--- src/rtl/bss_pkg.sv ---
package bss_pkg;

    localparam int WORD_W = 32;

    typedef enum logic [1:0] {
        FR_BLOCK = 2'd0,
        FR_8     = 2'd1,
        FR_16    = 2'd2,
        FR_32    = 2'd3
    } frame_fmt_e;

    typedef enum logic {
        ST_IDLE = 1'b0,
        ST_RUN  = 1'b1
    } bss_state_e;

    typedef struct packed {
        logic [WORD_W-1:0] data;
        logic              vld;
    } word_buf_t;

    // Frame marker for a bit index inside a word, index 0 excluded
    function automatic logic frame_hit(frame_fmt_e fmt, int unsigned idx);
        case (fmt)
            FR_8:    return (idx % 8) == 0;
            FR_16:   return (idx % 16) == 0;
            default: return 1'b0;
        endcase
    endfunction

endpackage

--- src/rtl/bss_clkdiv.sv ---
module bss_clkdiv #(
    parameter int DIV_SLOW = 4,
    parameter int DIV_FAST = 2
) (
    input  logic clk,
    input  logic rst,
    input  logic run,
    input  logic fast,
    output logic sclk_q,
    output logic fall_ev
);
    localparam int HS = DIV_SLOW / 2;
    localparam int HF = DIV_FAST / 2;
    localparam int CW = (HS > 1) ? $clog2(HS) : 1;

    logic [CW-1:0] cnt;
    logic          hdone;

    assign hdone   = fast ? (cnt == CW'(HF - 1)) : (cnt == CW'(HS - 1));
    assign fall_ev = run & hdone & sclk_q;

    always_ff @(posedge clk) begin
        if (rst || !run) begin
            cnt    <= '0;
            sclk_q <= 1'b0;
        end else if (hdone) begin
            cnt    <= '0;
            sclk_q <= ~sclk_q;
        end else begin
            cnt    <= cnt + 1'b1;
        end
    end

    // at the fast rate the divided clock flips every system cycle
    a_r2_fast_toggle: assert property (@(posedge clk) disable iff (rst)
        (run && fast) |=> (sclk_q != $past(sclk_q)));

endmodule

--- src/rtl/bss_shifter.sv ---
module bss_shifter
    import bss_pkg::*;
#(
    parameter int W = WORD_W
) (
    input  logic         clk,
    input  logic         rst,
    input  logic         clr,
    input  logic         fall_ev,
    input  logic         arm,
    input  frame_fmt_e   fmt,
    input  logic         buf_vld,
    input  logic [W-1:0] buf_word,
    output logic         take,
    output logic         done,
    output logic         shifting,
    output logic         bit_out,
    output logic         frame
);
    localparam int BW = $clog2(W);

    logic [W-1:0]  sh;
    logic [BW-1:0] bcnt;
    logic          last_bit;

    assign last_bit = (bcnt == BW'(W - 1));
    assign take     = fall_ev & arm & buf_vld & (~shifting | last_bit);
    assign done     = fall_ev & shifting & last_bit & ~buf_vld;
    assign bit_out  = shifting & sh[W-1];

    always_ff @(posedge clk) begin
        if (rst || clr) begin
            sh       <= '0;
            bcnt     <= '0;
            shifting <= 1'b0;
            frame    <= 1'b0;
        end else if (fall_ev) begin
            if (take) begin
                sh       <= buf_word;
                bcnt     <= '0;
                shifting <= 1'b1;
                frame    <= ~shifting | (fmt != FR_BLOCK);
            end else if (shifting) begin
                if (last_bit) begin
                    sh       <= '0;
                    shifting <= 1'b0;
                    frame    <= 1'b0;
                end else begin
                    sh    <= sh << 1;
                    bcnt  <= bcnt + 1'b1;
                    frame <= frame_hit(fmt, int'(bcnt) + 1);
                end
            end
        end
    end

    // the shift register holds still between serial clock falls
    a_r1_hold_between: assert property (@(posedge clk) disable iff (rst)
        (shifting && !fall_ev && !clr) |=> $stable(sh));

    // an active frame marker lasts until the next serial fall
    a_r5_frame_width: assert property (@(posedge clk) disable iff (rst)
        (frame && !fall_ev && !clr) |=> frame);

    // block-only framing never marks a bit after the first
    a_r4_block_once: assert property (@(posedge clk) disable iff (rst)
        (shifting && fmt == FR_BLOCK && fall_ev && !take && !clr) |=> !frame);

endmodule

--- src/rtl/bss_stream_tx.sv ---
module bss_stream_tx
    import bss_pkg::*;
#(
    parameter int AW       = 8,
    parameter int DIV_SLOW = 4,
    parameter int DIV_FAST = 2
) (
    input  logic              clk,
    input  logic              rst,
    input  logic              en,
    input  logic              rdy_en,
    input  logic              fast_sel,
    input  logic              gate_clk,
    input  logic [1:0]        frame_fmt,
    input  logic              fpol,
    input  logic              rpol,
    input  logic [AW-1:0]     beg_addr,
    input  logic [AW-1:0]     end_addr,
    input  logic              start,
    output logic              rd_en,
    output logic [AW-1:0]     rd_addr,
    input  logic [WORD_W-1:0] rd_data,
    output logic              sclk,
    output logic              sdata,
    output logic              fpulse,
    output logic              rdy,
    output logic              cfg_err
);
    bss_state_e    st;
    logic [AW-1:0] ptr;
    logic          more;
    logic          pend;
    word_buf_t     wbuf;
    logic          cfg_err_q;

    logic sclk_q, fall_ev;
    logic take, done, shifting, bit_out, frame;
    logic range_ok;

    assign range_ok = end_addr > beg_addr;

    bss_clkdiv #(
        .DIV_SLOW (DIV_SLOW),
        .DIV_FAST (DIV_FAST)
    ) u_div (
        .clk     (clk),
        .rst     (rst),
        .run     (en),
        .fast    (fast_sel),
        .sclk_q  (sclk_q),
        .fall_ev (fall_ev)
    );

    bss_shifter #(
        .W (WORD_W)
    ) u_shift (
        .clk      (clk),
        .rst      (rst),
        .clr      (~en),
        .fall_ev  (fall_ev),
        .arm      (st == ST_RUN),
        .fmt      (frame_fmt_e'(frame_fmt)),
        .buf_vld  (wbuf.vld),
        .buf_word (wbuf.data),
        .take     (take),
        .done     (done),
        .shifting (shifting),
        .bit_out  (bit_out),
        .frame    (frame)
    );

    assign rd_en   = (st == ST_RUN) & more & ~wbuf.vld & ~pend;
    assign rd_addr = ptr;

    always_ff @(posedge clk) begin
        if (rst || !en) begin
            st   <= ST_IDLE;
            ptr  <= '0;
            more <= 1'b0;
            pend <= 1'b0;
            wbuf <= '0;
            if (rst) cfg_err_q <= 1'b0;
        end else begin
            case (st)
                ST_IDLE: begin
                    if (start) begin
                        cfg_err_q <= ~range_ok;
                        if (range_ok) begin
                            st   <= ST_RUN;
                            ptr  <= beg_addr;
                            more <= 1'b1;
                        end
                    end
                end
                default: begin
                    if (rd_en) begin
                        pend <= 1'b1;
                        ptr  <= ptr + 1'b1;
                        more <= (ptr != end_addr);
                    end
                    if (pend) begin
                        wbuf.data <= rd_data;
                        wbuf.vld  <= 1'b1;
                        pend      <= 1'b0;
                    end
                    if (take) wbuf.vld <= 1'b0;
                    if (done) begin
                        st   <= ST_IDLE;
                        more <= 1'b0;
                    end
                end
            endcase
        end
    end

    assign sclk    = en & sclk_q & (~gate_clk | shifting);
    assign sdata   = bit_out;
    assign fpulse  = frame ^ fpol;
    assign rdy     = en & rdy_en & ((st == ST_RUN) ^ rpol);
    assign cfg_err = cfg_err_q;

    // disabling the port stops reads and returns to idle
    a_r7_off_quiet: assert property (@(posedge clk) disable iff (rst)
        !en |=> (!rd_en && st == ST_IDLE && !shifting));

    // a start during a pass does not disturb it
    a_r8_busy_start: assert property (@(posedge clk) disable iff (rst)
        (en && st == ST_RUN && start && !done) |=> (st == ST_RUN));

    // reads stay inside the programmed range
    a_r1_read_range: assert property (@(posedge clk) disable iff (rst)
        rd_en |-> (rd_addr >= beg_addr && rd_addr <= end_addr));

    // the ready strobe is active while bits are being shifted
    a_r6_rdy_cover: assert property (@(posedge clk) disable iff (rst)
        (en && rdy_en && !rpol && shifting) |-> rdy);

endmodule

--- config.mk ---
export PLATFORM = sky130hd
export DESIGN_NAME = bss_stream_tx
export DESIGN_NICKNAME = d
export VERILOG_FILES = /design/src/rtl/bss_pkg.sv /design/src/rtl/bss_clkdiv.sv /design/src/rtl/bss_shifter.sv /design/src/rtl/bss_stream_tx.sv
export SDC_FILE = /design/constraint.sdc
export NUM_CORES = 1
export LEC_CHECK = 0
export ABC_CLOCK_PERIOD_IN_PS = 2700
export BUFFER_PORTS_ARGS = -buffer_cell sky130_fd_sc_hd__buf_4
export CORE_ASPECT_RATIO = 0.5
export CORE_MARGIN = 2
export CORE_UTILIZATION = 35
export CTS_CLUSTER_DIAMETER = 120
export DETAILED_ROUTE_END_ITERATION = 7
export GPL_TIMING_DRIVEN = 0
export RECOVER_POWER = 100
export SLEW_MARGIN = 20
export SYNTH_ARGS = -nofsm -noshare
export SYNTH_HDL_FRONTEND = slang
export SYNTH_SLANG_ARGS = --single-unit
--- constraint.sdc ---
create_clock -name clk -period 2.7 [get_ports clk]
set_input_delay 0.135 -clock clk [delete_from_list [all_inputs] [get_ports clk]]
set_output_delay 0.135 -clock clk [all_outputs]
set_load 0.02 [all_outputs]
* Yosys cells after proc, flatten, opt, wreduce, memory -nomap -nowiden
Index checks and enable logic that the tools add are counted.
** Word-level totals
- Input bits :: 59
- Bits in registers :: 86
- Output and inout port bits :: 14
- Bits in latches :: 0
- Bits in writable memories :: 0
- Memories :: 0
- Memory bits (read-only) :: 0
** Operators by class
- Add/sub/neg operators :: 4
- Multipliers :: 0
- $lt $le $gt $ge :: 1
- Shift-type cells :: 0
- Div/mod/pow operators :: 0
- Bitwise operators :: 29
- Equality and inequality tests :: 9
- Multiplexer cells :: 35
- Reduce and logical (&&, ||, !) cells :: 19
** Operators with widths (number)
- $mux 32 :: 3
- $logic_not 32->1 :: 2
- $mux 8 :: 4
- $mux 1 :: 24
- $and 1x1->1 :: 16
- $mux 5 :: 3
- $reduce_and 3->1 :: 4
- $reduce_bool 2->1 :: 6
- $add 8x1->8 const B :: 1
- $gt 8x8->1 :: 1
- $ne 8x8->1 :: 1
- $not 1->1 :: 8
- $ne 2x2->1 const B :: 3
- $reduce_and 2->1 :: 3
- $add 5x1->5 const B :: 1
- $eq 5x5->1 const B :: 1
- $add 4x1->4 const B :: 1
- $ne 3x2->1 const B :: 1
- $or 1x1->1 :: 3
- $eq 2x1->1 const B :: 1
- $eq 2x2->1 const B :: 1
- $logic_or 1x1->1 :: 2
- $ne 2x1->1 const B :: 1
- $pmux 1 s2 :: 1
- 4 further kinds :: 5

* Longest topological paths before layout
Gate-level depths: netlist (run 1).
- Depth in word-level cells :: 9
- Gate-level depth with buffers :: 10
- Mapped depth without buffers :: 8

* Modules after synthesis
A second synthesis (run 1) with hierarchy kept.
** Unflattened totals
- Cell total of the unflattened synthesis :: 555
- Area total of the unflattened synthesis :: 4466.8 sq um
** By module, submodules not included
- bss_shifter :: cells each 273, sequential area each 780.7 sq um, area an instance 2199.6 sq um, times used 1
- bss_stream_tx :: cells each 274, sequential area each 910.9 sq um, area an instance 2174.6 sq um, times used 1
- bss_clkdiv :: cells each 8, sequential area each 40.0 sq um, area an instance 92.6 sq um, times used 1

* Least setup slack after synthesis (run 1)
Ideal clock, no wire load.
- Path type :: reg-to-reg
- Start :: register u_shift.bcnt[0]
- End :: register u_shift.sh[17]
- Data required time :: 2.614 ns
- Slack :: 0.543 ns
- Library setup time :: 0.086 ns
- Arrival :: 2.071 ns
- Stages on the path, launching flop included :: 11
- Path through :: dfxtp_1 ha_1 and3_1 ha_1 clkbuf_1 nor2b_1 nor4_4 buf_4 buf_4 a21oi_1 a211oi_1
** Between the ends
- Word-level cells in the longest chain between the ends :: 5
- Elaborated cells on any way between the ends :: 8
** RTL lines
- start, declared :: RTL line bss_shifter.sv:23 : logic [BW-1:0] bcnt;
- start signal, assigned :: RTL line bss_shifter.sv:50 : bcnt <= bcnt + 1'b1;
- $eq 5x5->1 (*) :: RTL line bss_shifter.sv:26 : assign last_bit = (bcnt == BW'(W - 1));
- $or 1x1->1 :: RTL line bss_shifter.sv:27 : assign take = fall_ev & arm & buf_vld & (~shifting | last_bit);
- $and 1x1->1 :: RTL line bss_shifter.sv:27
- $reduce_bool 2->1 (no line)
- $reduce_and 2->1 (no line)
- end signal, assigned :: RTL line bss_shifter.sv:39 : sh <= buf_word;
- end signal, assigned :: RTL line bss_shifter.sv:49 : sh <= sh << 1;
- end, declared :: RTL line bss_shifter.sv:22 : logic [W-1:0] sh;
Mark *: on every way between the ends. The rest lies on a longest branch, timed or not. The select of a mux whose other input is x is not followed.
A chain may end at the register's enable or synchronous reset.

* Worst setup path in the final report (run 1)
- Start :: register u_shift.bcnt[0]
- End :: register u_shift.sh[30]
The elaborated chain is that of the path after synthesis.

==> metrics.md, run 1 <==
| Metric | Value |
|---|---|
| Status | `complete, no violations` |
| Final RePlAce weighted congestion | `0.807` |
| Largest net degree at the start of global routing | `16` |
| Register Area | `0.00173 mm2` |
| Fin. Hold Viols | `0` |
| Rows | `28` |
| Wire per inst | `between 10 and 15 um` |
| Cell mode on critical path | `ha_1` |
| H-tree levels | `3` |
| Netlist cell types | `47` |
| Slew Viols, Final | `0` |
| Gate Count Post-Synth | `529` |
| CTS Root Cell | `clkbuf_16` |
| Placed instance count | `766` |
| Synthesized cell area | `~0.0042 mm2` |
| CTS tree | `done` |
| Crit Path Category | `register to register` |
| Clock buffer depth | `2` |
| CTS clk-pin slew, worst paths | `70 ps` |
| Clock Skews | `8.37 ps` |
| Critical-path cell list | `ha_1 -> and3_1 -> ha_1 -> nor2b_1 -> nor4_4 -> buf_4 -> clkbuf_2 -> nor3b_1 -> a21oi_1 -> a211oi_1` |
| Comb pwr share | `7.5%` |
| Sw Share | `23.4%` |
| # diodes | `0` |
| Final #Nets | `687` |
| Tot GR Track Use | `17.6%` |
| Total die area | `0.0131 mm2` |
| Share of cells above drive strength 1 | `about 15%` |
| # fillers | `1,261` |
| Area added between synthesis and finish | `23.6%` |
| Max Cap Viol | `0` |
| FF-to-FF setup slack | `~280 ps` |
| Crit path DAT | `around 2700 ps` |
| IO buf count | `72` |
| Share of the cycle needed by the critical path after routing | `approximately nine tenths` |
| Worst skew pair latency | `340 ps` |
| Synth warnings | `0` |
| Min cycle time layout | `2420 ps` |
| Synthesized flop and latch total | `86` |
| Initial antenna violation count | `0` |
| Power per cell area | `around 530 mW/mm2` |
| CP required | `2950 ps` |
| Reg power frac | `46.4%` |
| Die Height | `81.8 um` |
| Number of global-route vias before repair | `3,853` |
| Initial DRC Count | `189` |
| Syn Nets | `roughly 600` |
| DRT antenna net count | `0` |
| Core area | `0.0118 mm2` |
| Fin Hold WS | `between 30 and 40 ps` |
| Slew margin rel. | `between 60% and 70%` |
| CP Capture Type | `register` |
| Via/cell ratio | `4.98` |
| Post-route insts no fill | `just under 800` |
| Total power draw | `2780 uW` |
| Maximum fanout along the worst path | `10` |
| RSZ-0062 raised after global routing | `false` |
| Ys async rst share | `0%` |
| Detailed-route wire length | `10,900 um` |
| Worst VDD drop | `0.253 mV` |
| Clock sink total | `86` |
| Io pins | `73` |
| Register area share after synthesis | `approximately 40%` |
| Slowest stage cell, crit path | `dfxtp_1` |
| Final core occ | `between 40% and 50%` |
| Post-synth EDFFs | `1` |
| Worst stage delay on the critical path | `340 ps` |
| Lkg Pwr | `around 0.0019 uW` |
| Startpoint types | `register` |
| Initial Util | `35.9%` |
| Routed via count | `3,900` |
| Final setup viols | `0` |
| Num CTS Buffers | `9` |
| Most used flip-flop cell after synthesis | `dfxtp_1` |
| DR pass1 iterations | `4` |
| Placed wire-length estimate | `7850 um` |
| Multi-input gate area | `around 0.0023 mm2` |
| Int Pwr | `2130 uW` |
| DRC | `0` |
| Final TNS setup | `0 ps` |
| Switching power | `649 uW` |
| Mean post-synth cell area | `approximately 8 um2` |
| Clock share of power | `46.1%` |
| Max Clock Freq | `0.413 GHz` |
| GRT overflow | `0` |
| Worst-Margin Slew | `~550 ps` |
| Global-route wire length before repair | `18,300 um` |
| Die W | `between 150 and 200 um` |
| Hold Crit Class | `primary input to register` |
==> worst max-delay path, delay by kind of cell, from the launching register on <==
family / cells / cell delay [ps]
flip-flops: 1 / 340
AND/OR/NAND/NOR: 4 / 770
adder cells (fa/ha/maj): 2 / 550
buffers and inverters: 2 / 370
AO/OA/AOI/OAI: 2 / 290
==> kinds of logic after synthesis <==
logic type | Yosys count | synth area share (%)
multiplexers | 7 | 1.68
flip-flops | 86 | 40.9
AO/OA/AOI/OAI | 141 | 20.3
AND/OR/NAND/NOR | 213 | 24.7
XOR/XNOR | 13 | 2.86
buffers and inverters | 54 | 5.17
adder cells (fa/ha/maj) | 15 | 4.43
==> path summary, 6_finish.rpt <==
check,end,start,cells after the start
worst min-delay path,wbuf[19],rd_data[18],3
worst min register to register,u_shift.sh[0],wbuf[1],2
worst max-delay path,u_shift.sh[30],u_shift.bcnt[0],10
worst max register to register,u_shift.sh[30],u_shift.bcnt[0],10
==> routing by layer <==
metal	global-route usage (%)	part of all wire [%]	vias up
met2	29.6	45	81
met3	5.15	4.2	9
met1	22.2	49	1802
li1	-	-	2008
met5	0	0	-
met4	5.00	1.2	0
==> placed cells by master, fill, tap and decap left out, drive strengths merged, types with 9 or more instances in the layout <==
master  netlist  routed
a211oi       33      33
a21oi        80      80
buf          16      68
clkbuf       24      54
dfxtp        85      85
ha           15      15
inv          14      16
nand2        91      91
nor2         46      46
nor3b        32      32
o21ai         9       9
==> power groups by stage <==
stage                     Sequential (uW)  Clock, uW  Combinational, uW
after floorplan                      1320          0               99.4
after global placement               1320          0                216
after detailed placement             1320          0                217
after CTS                            1290       1310                219
after global routing                 1290       1370                229
final                                1290       1280                208
==> metrics by stage <==
step | worst slack (ps) | instance area, um2
global placement | -7.98 | 4980
CTS | 89.4 | 5300
finish | 281 | 5240
global route | 21.9 | 5240
detailed placement | -34.0 | 4980
floorplan | 543 | 4240
==> cell usage after synthesis, drive strengths merged, types with 2 or more instances <==
| library cell | n | area (um2) |
|---|---|---|
| or2 | 4 | 25.0 |
| ha | 15 | 188 |
| nand2b | 3 | 18.8 |
| nor3 | 8 | 40.0 |
| nand2 | 91 | 342 |
| and3 | 3 | 18.8 |
| a21oi | 80 | 412 |
| nor3b | 32 | 240 |
| buf | 16 | 76.3 |
| xor2 | 6 | 52.6 |
| o211ai | 7 | 52.6 |
| o21a | 2 | 15.0 |
| o21ai | 9 | 45.0 |
| o221ai | 2 | 17.5 |
| nand3b | 2 | 15.0 |
| a211oi | 33 | 248 |
| mux2i | 6 | 60.1 |
| inv | 14 | 52.6 |
| nand4 | 3 | 18.8 |
| clkbuf | 24 | 90.1 |
| nor2b | 4 | 25.0 |
| and2 | 2 | 12.5 |
| nor2 | 46 | 173 |
| nand3 | 6 | 30.0 |
| nor4 | 3 | 33.8 |
| xnor2 | 7 | 68.8 |
| dfxtp | 85 | 1700 |
| a211o | 3 | 26.3 |
==> layout make-up <==
cell class	count	share of cell area, %
well taps	165	3.94
repair buffers	74	9.58
inverters	14	1.00
multi-input cells	389	43.4
clock buffers	10	4.56
clock inverters	6	1.31
flip-flops and latches	86	33.1
plain buffers	39	3.13
==> what timing repair did <==
item | 4_1_cts | 5_1_grt
pin swaps | 0 | 1
setup endpoints to repair | 20 | 26
buffers inserted | 0 | 1
hold buffers | 1 | 0
endpoints found under the hold margin | 1 | 0
gates resized for setup | 2 | 0
==> flip-flops by register name (all words and copies together), names as in the netlist, 5 cells and up <==
| register | count |
|---|---|
| wbuf | 33 |
| u_shift.sh | 32 |
| rd_addr | 8 |
| u_shift.bcnt | 5 |
No activity file was read; power rests on OpenSTA's default activity.
==> run 2, diff against run 1 <==
==> constraint.sdc (replaced) <==
create_clock -name clk -period 2.7 [get_ports clk]
set_input_delay 0.135 -clock clk [delete_from_list [all_inputs] [get_ports clk]]
set_output_delay 0.135 -clock clk [all_outputs]
set_load 0.05 [all_outputs]
==> metrics.md, run 2 (synthesized netlist as in run 1, its figures left out) <==
| Metric | Value |
|---|---|
| Status | `complete, no violations` |
| Largest net degree at the start of global routing | `16 (unchanged)` |
| DRC | `0 (unchanged)` |
| FF-to-FF setup slack | `270 ps (about the same)` |
| Total die area | `0.0131 mm2 (unchanged)` |
| Detailed-route wire length | `10,900 um (+0.23%)` |
| Share of cells above drive strength 1 | `14.7% (-0.16 points)` |
| H-tree levels | `3 (unchanged)` |
| Via/cell ratio | `4.97 (-0.21%)` |
| R2R depth | `10 (unchanged)` |
| CTS Root Cell | `clkbuf_16` |
| # fillers | `1,263 (+0.16%)` |
| CP Capture Type | `register` |
| Power per cell area | `534 mW/mm2 (+0.83%)` |
| Total power draw | `2800 uW (+0.76%)` |
| Critical-path cell list | `ha_1 -> and3_1 -> ha_1 -> nor2b_1 -> nor4_4 -> buf_4 -> clkbuf_2 -> nor3b_1 -> a21oi_1 -> a211oi_1` |
| GRT overflow | `0 (unchanged)` |
| Cell mode on critical path | `ha_1` |
| Num CTS Buffers | `9 (unchanged)` |
| Multi-input gate area | `0.00227 mm2 (unchanged)` |
| Max Clock Freq | `0.412 GHz (-0.31%)` |
| Critical R2R Launch | `u_shift.bcnt[0]` |
| Worst R2R End | `u_shift.sh[15]` |
| Crit path DAT | `2680 ps (+20 ps)` |
| CTS clk-pin slew, worst paths | `70 ps (about the same)` |
| Tot GR Track Use | `17.6% (unchanged)` |
| IO buf count | `72 (unchanged)` |
| CTS tree | `done` |
| RSZ-0062 raised after global routing | `false` |
| Initial Util | `35.9% (unchanged)` |
| Routed via count | `3,892 (-0.21%)` |
| Clock buffer depth | `2 (unchanged)` |
| Min-delay src | `rd_data[6]` |
| Worst VDD drop | `0.253 mV (about the same)` |
| Slew margin rel. | `59.3% (-4.2 points)` |
| Crit Path Category | `register to register` |
| Io pins | `73 (unchanged)` |
| Number of global-route vias before repair | `3,853 (unchanged)` |
| Placed wire-length estimate | `7850 um (unchanged)` |
| Lkg Pwr | `0.00188 uW (-0.17%)` |
| Commonest non-fill, non-tap cell in the layout | `nand2_1` |
| Global-route wire length before repair | `18,300 um (unchanged)` |
| WHS Endpoint | `wbuf[7]` |
| Die Height | `81.8 um (unchanged)` |
| Fin Hold WS | `30.3 ps (-5.23 ps)` |
| Final #Nets | `687 (unchanged)` |
| Maximum fanout along the worst path | `10 (unchanged)` |
| Area added between synthesis and finish | `23.5% (about the same)` |
| Worst path bufs/invs | `2 (unchanged)` |
| Largest register FFs | `33 (unchanged)` |
| Core area | `0.0118 mm2 (unchanged)` |
| Register Area | `0.00173 mm2 (unchanged)` |
| Final RePlAce weighted congestion | `0.807 (unchanged)` |
| Worst-Margin Slew | `613 ps (+65.4 ps)` |
| Die W | `160 um (unchanged)` |
| Worst Hold Path Cells | `3 (unchanged)` |
| Startpoint types | `register` |
| Fin. Hold Viols | `0 (unchanged)` |
| Initial antenna violation count | `0 (unchanged)` |
| Slowest stage cell, crit path | `dfxtp_1` |
| Worst skew pair latency | `340 ps (about the same)` |
| Final core occ | `44.3% (about the same)` |
| Hold Crit Class | `primary input to register` |
| Clock sink total | `86 (unchanged)` |
| Biggest regs | `wbuf (33), u_shift.sh (32), rd_addr (8)` |
| Min cycle time layout | `2430 ps (+7.51 ps)` |
| Crit. path cell count | `10 (unchanged)` |
| Share of the cycle needed by the critical path after routing | `89.9% (+0.28 points)` |
| Rows | `28 (unchanged)` |
| DR pass1 iterations | `4 (unchanged)` |
| Clock Skews | `8.07 ps (-0.300 ps)` |
| Commonest non-fill, non-tap cells in the layout | `nand2_1 (91), dfxtp_1 (85), a21oi_1 (80)` |
| Initial DRC Count | `181 (-4.2%)` |
| CP required | `2950 ps (about the same)` |
| Max Cap Viol | `0 (unchanged)` |
| # diodes | `0 (unchanged)` |
| DRT antenna net count | `0 (unchanged)` |
| Slew Viols, Final | `0 (unchanged)` |
| Wire per inst | `13.9 um (+0.23%)` |
| Largest Register | `wbuf` |
| Final TNS setup | `0 ps (unchanged)` |
| Crit path max-delay family | `simple AND/OR/NAND/NOR gates` |
| Worst stage delay on the critical path | `340 ps (about the same)` |
| Final setup viols | `0 (unchanged)` |
-- run 2: cell types whose count changed in the layout (fill, tap and decap cells not counted) --
| cell | before | now |
|---|---|---|
| and2_0 | 1 | 0 |
| buf_4 | 59 | 58 |
| and2_1 | 1 | 2 |
| clkbuf_1 | 40 | 41 |
-- run 2: worst max-delay path by stage --
stage                    start        endpoint  slack, ps
2_1_floorplan  u_shift.bcnt[0]  u_shift.sh[17]        540
3_3_place_gp   u_shift.bcnt[0]  u_shift.sh[22]         -8
3_5_place_dp   u_shift.bcnt[0]  u_shift.sh[22]        -30
4_1_cts        u_shift.bcnt[0]  u_shift.sh[20]         90
5_1_grt        u_shift.bcnt[0]  u_shift.sh[20]         20
6_report       u_shift.bcnt[0]  u_shift.sh[15]        270
-- run 2: power breakdown --
part           total (uW)  switching [uW]  internal (uW)  leakage, uW
clock                1290             537            749     0.000149
combinational         224             124           99.0      0.00103
sequential           1290            9.55           1280     0.000696
total                2800             671           2130      0.00188
-- run 2: metal layers --
layer	vias up	wire length [um]	share of wire, %	global-route usage [%]
met1	1804	5400	50	22.2
met4	0	98	0.90	5.00
li1	2007	-	-	-
met2	75	4900	45	29.6
met3	6	477	4.4	5.15
met5	-	0	0	0
-- run 2: area by class of cell --
type                            instances  share of cell area [%]
Tap cell                              165                    3.94
Multi-Input combinational cell        389                    43.4
Sequential cell                        86                    33.1
Clock buffer                           10                    4.57
Buffer                                 39                    3.13
Inverter                               14                    1.00
Clock inverter                          6                    1.31
Timing Repair Buffer                   74                    9.51
-- run 2: repair_timing --
action	4_1_cts	5_1_grt
resized for setup	2	0
setup buffers	0	1
hold buffers	1	0
endpoints found under the hold margin	1	0
setup endpoints to repair	20	26
pin swaps	0	1
-- run 2: stage by stage --
| step | setup WS [ps] | instances | instance area [um2] |
|---|---|---|---|
| final | 274 | 783 | 5230 |
| after global routing | 21.9 | 783 | 5230 |
| after CTS | 89.4 | 782 | 5300 |
| after detailed placement | -34.0 | 766 | 4980 |
| after global placement | -7.98 | 766 | 4980 |
| after floorplan | 543 | 529 | 4240 |
-- run 2: worst reg2reg max path, stage by stage, from the launching register on --
cell and delay [ps]:
dfxtp_1 340, ha_1 260, and3_1 210, ha_1 290
nor2b_1 280, nor4_4 50, buf_4 170, clkbuf_2 190
nor3b_1 220, a21oi_1 60, a211oi_1 250
==> run 3, diff against run 2 <==
- ABC_CLOCK_PERIOD_IN_PS: 2700 -> 2300
- clock period: 2.7 -> 2.3 ns (I/O delays scaled with it)
==> metrics.md, run 3 (synthesized netlist as in run 1, its figures left out) <==
| Metric | Value |
|---|---|
| CP Capture Type | `register` |
| # diodes | `0 (unchanged)` |
| Slew margin rel. | `59.3% (unchanged)` |
| Total power draw | `3290 uW (+18%)` |
| Clock sink total | `86 (unchanged)` |
| Placed wire-length estimate | `7850 um (unchanged)` |
| Initial antenna violation count | `0 (unchanged)` |
| DR pass1 iterations | `4 (unchanged)` |
| H-tree levels | `3 (unchanged)` |
| IO buf count | `72 (unchanged)` |
| Initial DRC Count | `168 (-7.2%)` |
| Max Clock Freq | `0.468 GHz (+14%)` |
| DRT antenna net count | `0 (unchanged)` |
| Core area | `0.0118 mm2 (unchanged)` |
| Hold Crit Class | `primary input to register` |
| CTS clk-pin slew, worst paths | `70 ps (about the same)` |
| Startpoint types | `register` |
| CTS tree | `done` |
| Initial Util | `35.9% (unchanged)` |
| Min cycle time layout | `2140 ps (-291 ps)` |
| Detailed-route wire length | `10,900 um (-0.17%)` |
| Setup ws final | `164 ps (-109 ps)` |
| Power per cell area | `620 mW/mm2 (+16%)` |
| Fin. Hold Viols | `0 (unchanged)` |
| Commonest non-fill, non-tap cell in the layout | `nand2_1` |
| Lkg Pwr | `0.00191 uW (+1.8%)` |
| Clock Skews | `5.53 ps (-2.53 ps)` |
| Die W | `160 um (unchanged)` |
| Slew Viols, Final | `0 (unchanged)` |
| Routed via count | `3,895 (+0.077%)` |
| Commonest non-fill, non-tap cells in the layout | `nand2_1 (91), dfxtp_1 (84), a21oi_1 (79)` |
| DRC | `0 (unchanged)` |
| Die Height | `81.8 um (unchanged)` |
| Global-route wire length before repair | `18,300 um (unchanged)` |
| Maximum fanout along the worst path | `10 (unchanged)` |
| Num CTS Buffers | `9 (unchanged)` |
| CP required | `2560 ps (-390 ps)` |
| Final setup viols | `0 (unchanged)` |
| Crit Path Category | `register to register` |
| Final RePlAce weighted congestion | `0.807 (unchanged)` |
| Worst skew pair latency | `340 ps (about the same)` |
| Total die area | `0.0131 mm2 (unchanged)` |
| Worst VDD drop | `0.301 mV (+19%)` |
| Via/cell ratio | `4.97 (about the same)` |
| Rows | `28 (unchanged)` |
| Biggest regs | `wbuf (33), u_shift.sh (32), rd_addr (8)` |
| Clock buffer depth | `2 (unchanged)` |
| Largest Register | `wbuf` |
| Tot GR Track Use | `17.6% (unchanged)` |
| Post-Place Worst Slack | `-434 ps (-400 ps)` |
| Number of global-route vias before repair | `3,855 (+0.052%)` |
| GRT overflow | `0 (unchanged)` |
| Status | `complete, no violations` |
| Largest register FFs | `33 (unchanged)` |
| Area added between synthesis and finish | `25.3%` |
| Share of cells above drive strength 1 | `17.0% (+2.2 points)` |
| Share of the cycle needed by the critical path after routing | `92.9% (+3.0 points)` |
| CTS Root Cell | `clkbuf_16` |
| Wire per inst | `13.8 um (-0.30%)` |
| Largest net degree at the start of global routing | `16 (unchanged)` |
| Io pins | `73 (unchanged)` |
| Final #Nets | `688 (+0.15%)` |
| Crit path DAT | `2400 ps (-280 ps)` |
| Worst-Margin Slew | `613 ps (-0.000775 ps)` |
| Max Cap Viol | `0 (unchanged)` |
-- run 3: worst paths after layout --
check	start	end	slack (ps)	cells past startpoint
worst max-delay path	u_shift.bcnt[1]	u_shift.sh[22]	160	10
worst min-delay path	rd_data[18]	wbuf[19]	10	3
worst max register to register	u_shift.bcnt[1]	u_shift.sh[22]	160	10
worst min register to register	wbuf[1]	u_shift.sh[0]	450	2
-- run 3: cell type report --
class | instances | area [um2]
flip-flops and latches | 86 | 1730
fillers | 1251 | 6490
plain buffers | 39 | 165
multi-input cells | 389 | 2330
clock inverters | 6 | 68.8
repair buffers | 75 | 517
clock buffers | 10 | 239
inverters | 14 | 52.6
well taps | 165 | 206
-- run 3: per-layer routing --
layer | global-route usage, % | vias to the layer above | share of wire, %
li1 | - | 2013 | -
met1 | 22.2 | 1797 | 49
met2 | 29.6 | 74 | 45
met3 | 5.15 | 11 | 4.8
met4 | 5.00 | 0 | 1.3
met5 | 0 | - | 0
-- run 3: through the flow --
step / instances / utilization [%] / hold WS (ps) / TNS [ps] / instance area (um2)
detailed placement: 766 / 42.2 / 315 / -12260 / 4980
global route: 784 / 45.0 / 4.69 / -5.29 / 5310
CTS: 783 / 45.1 / 3.29 / 0 / 5320
floorplan: 529 / - / 192 / 0 / 4240
finish: 784 / 45.0 / 12.1 / 0 / 5310
global placement: 766 / 42.2 / 310 / -11440 / 4980
-- run 3: where the power goes --
part           leakage, uW  switching (uW)  total [uW]  internal [uW]
sequential        0.000696            11.3        1510           1500
clock             0.000149             633        1510            879
combinational      0.00106             148         267            119
total              0.00191             792        3290           2500
-- run 3: critical path, cell delays in order (launching register included) --
cell	delay, ps
dfxtp_1	380
ha_2	240
and3_1	220
ha_4	180
nor2b_4	50
nor4_4	120
buf_4	190
buf_4	180
buf_4	190
a21oi_1	90
a211oi_1	220
-- run 3: timing repair --
action                                  4_1_cts  5_1_grt
pin swaps                                     1        0
hold buffers                                  1        0
hold endpoints to repair                      1        0
setup buffers                                 1        1
resized for setup                             5        7
endpoints found under the setup margin       38       33
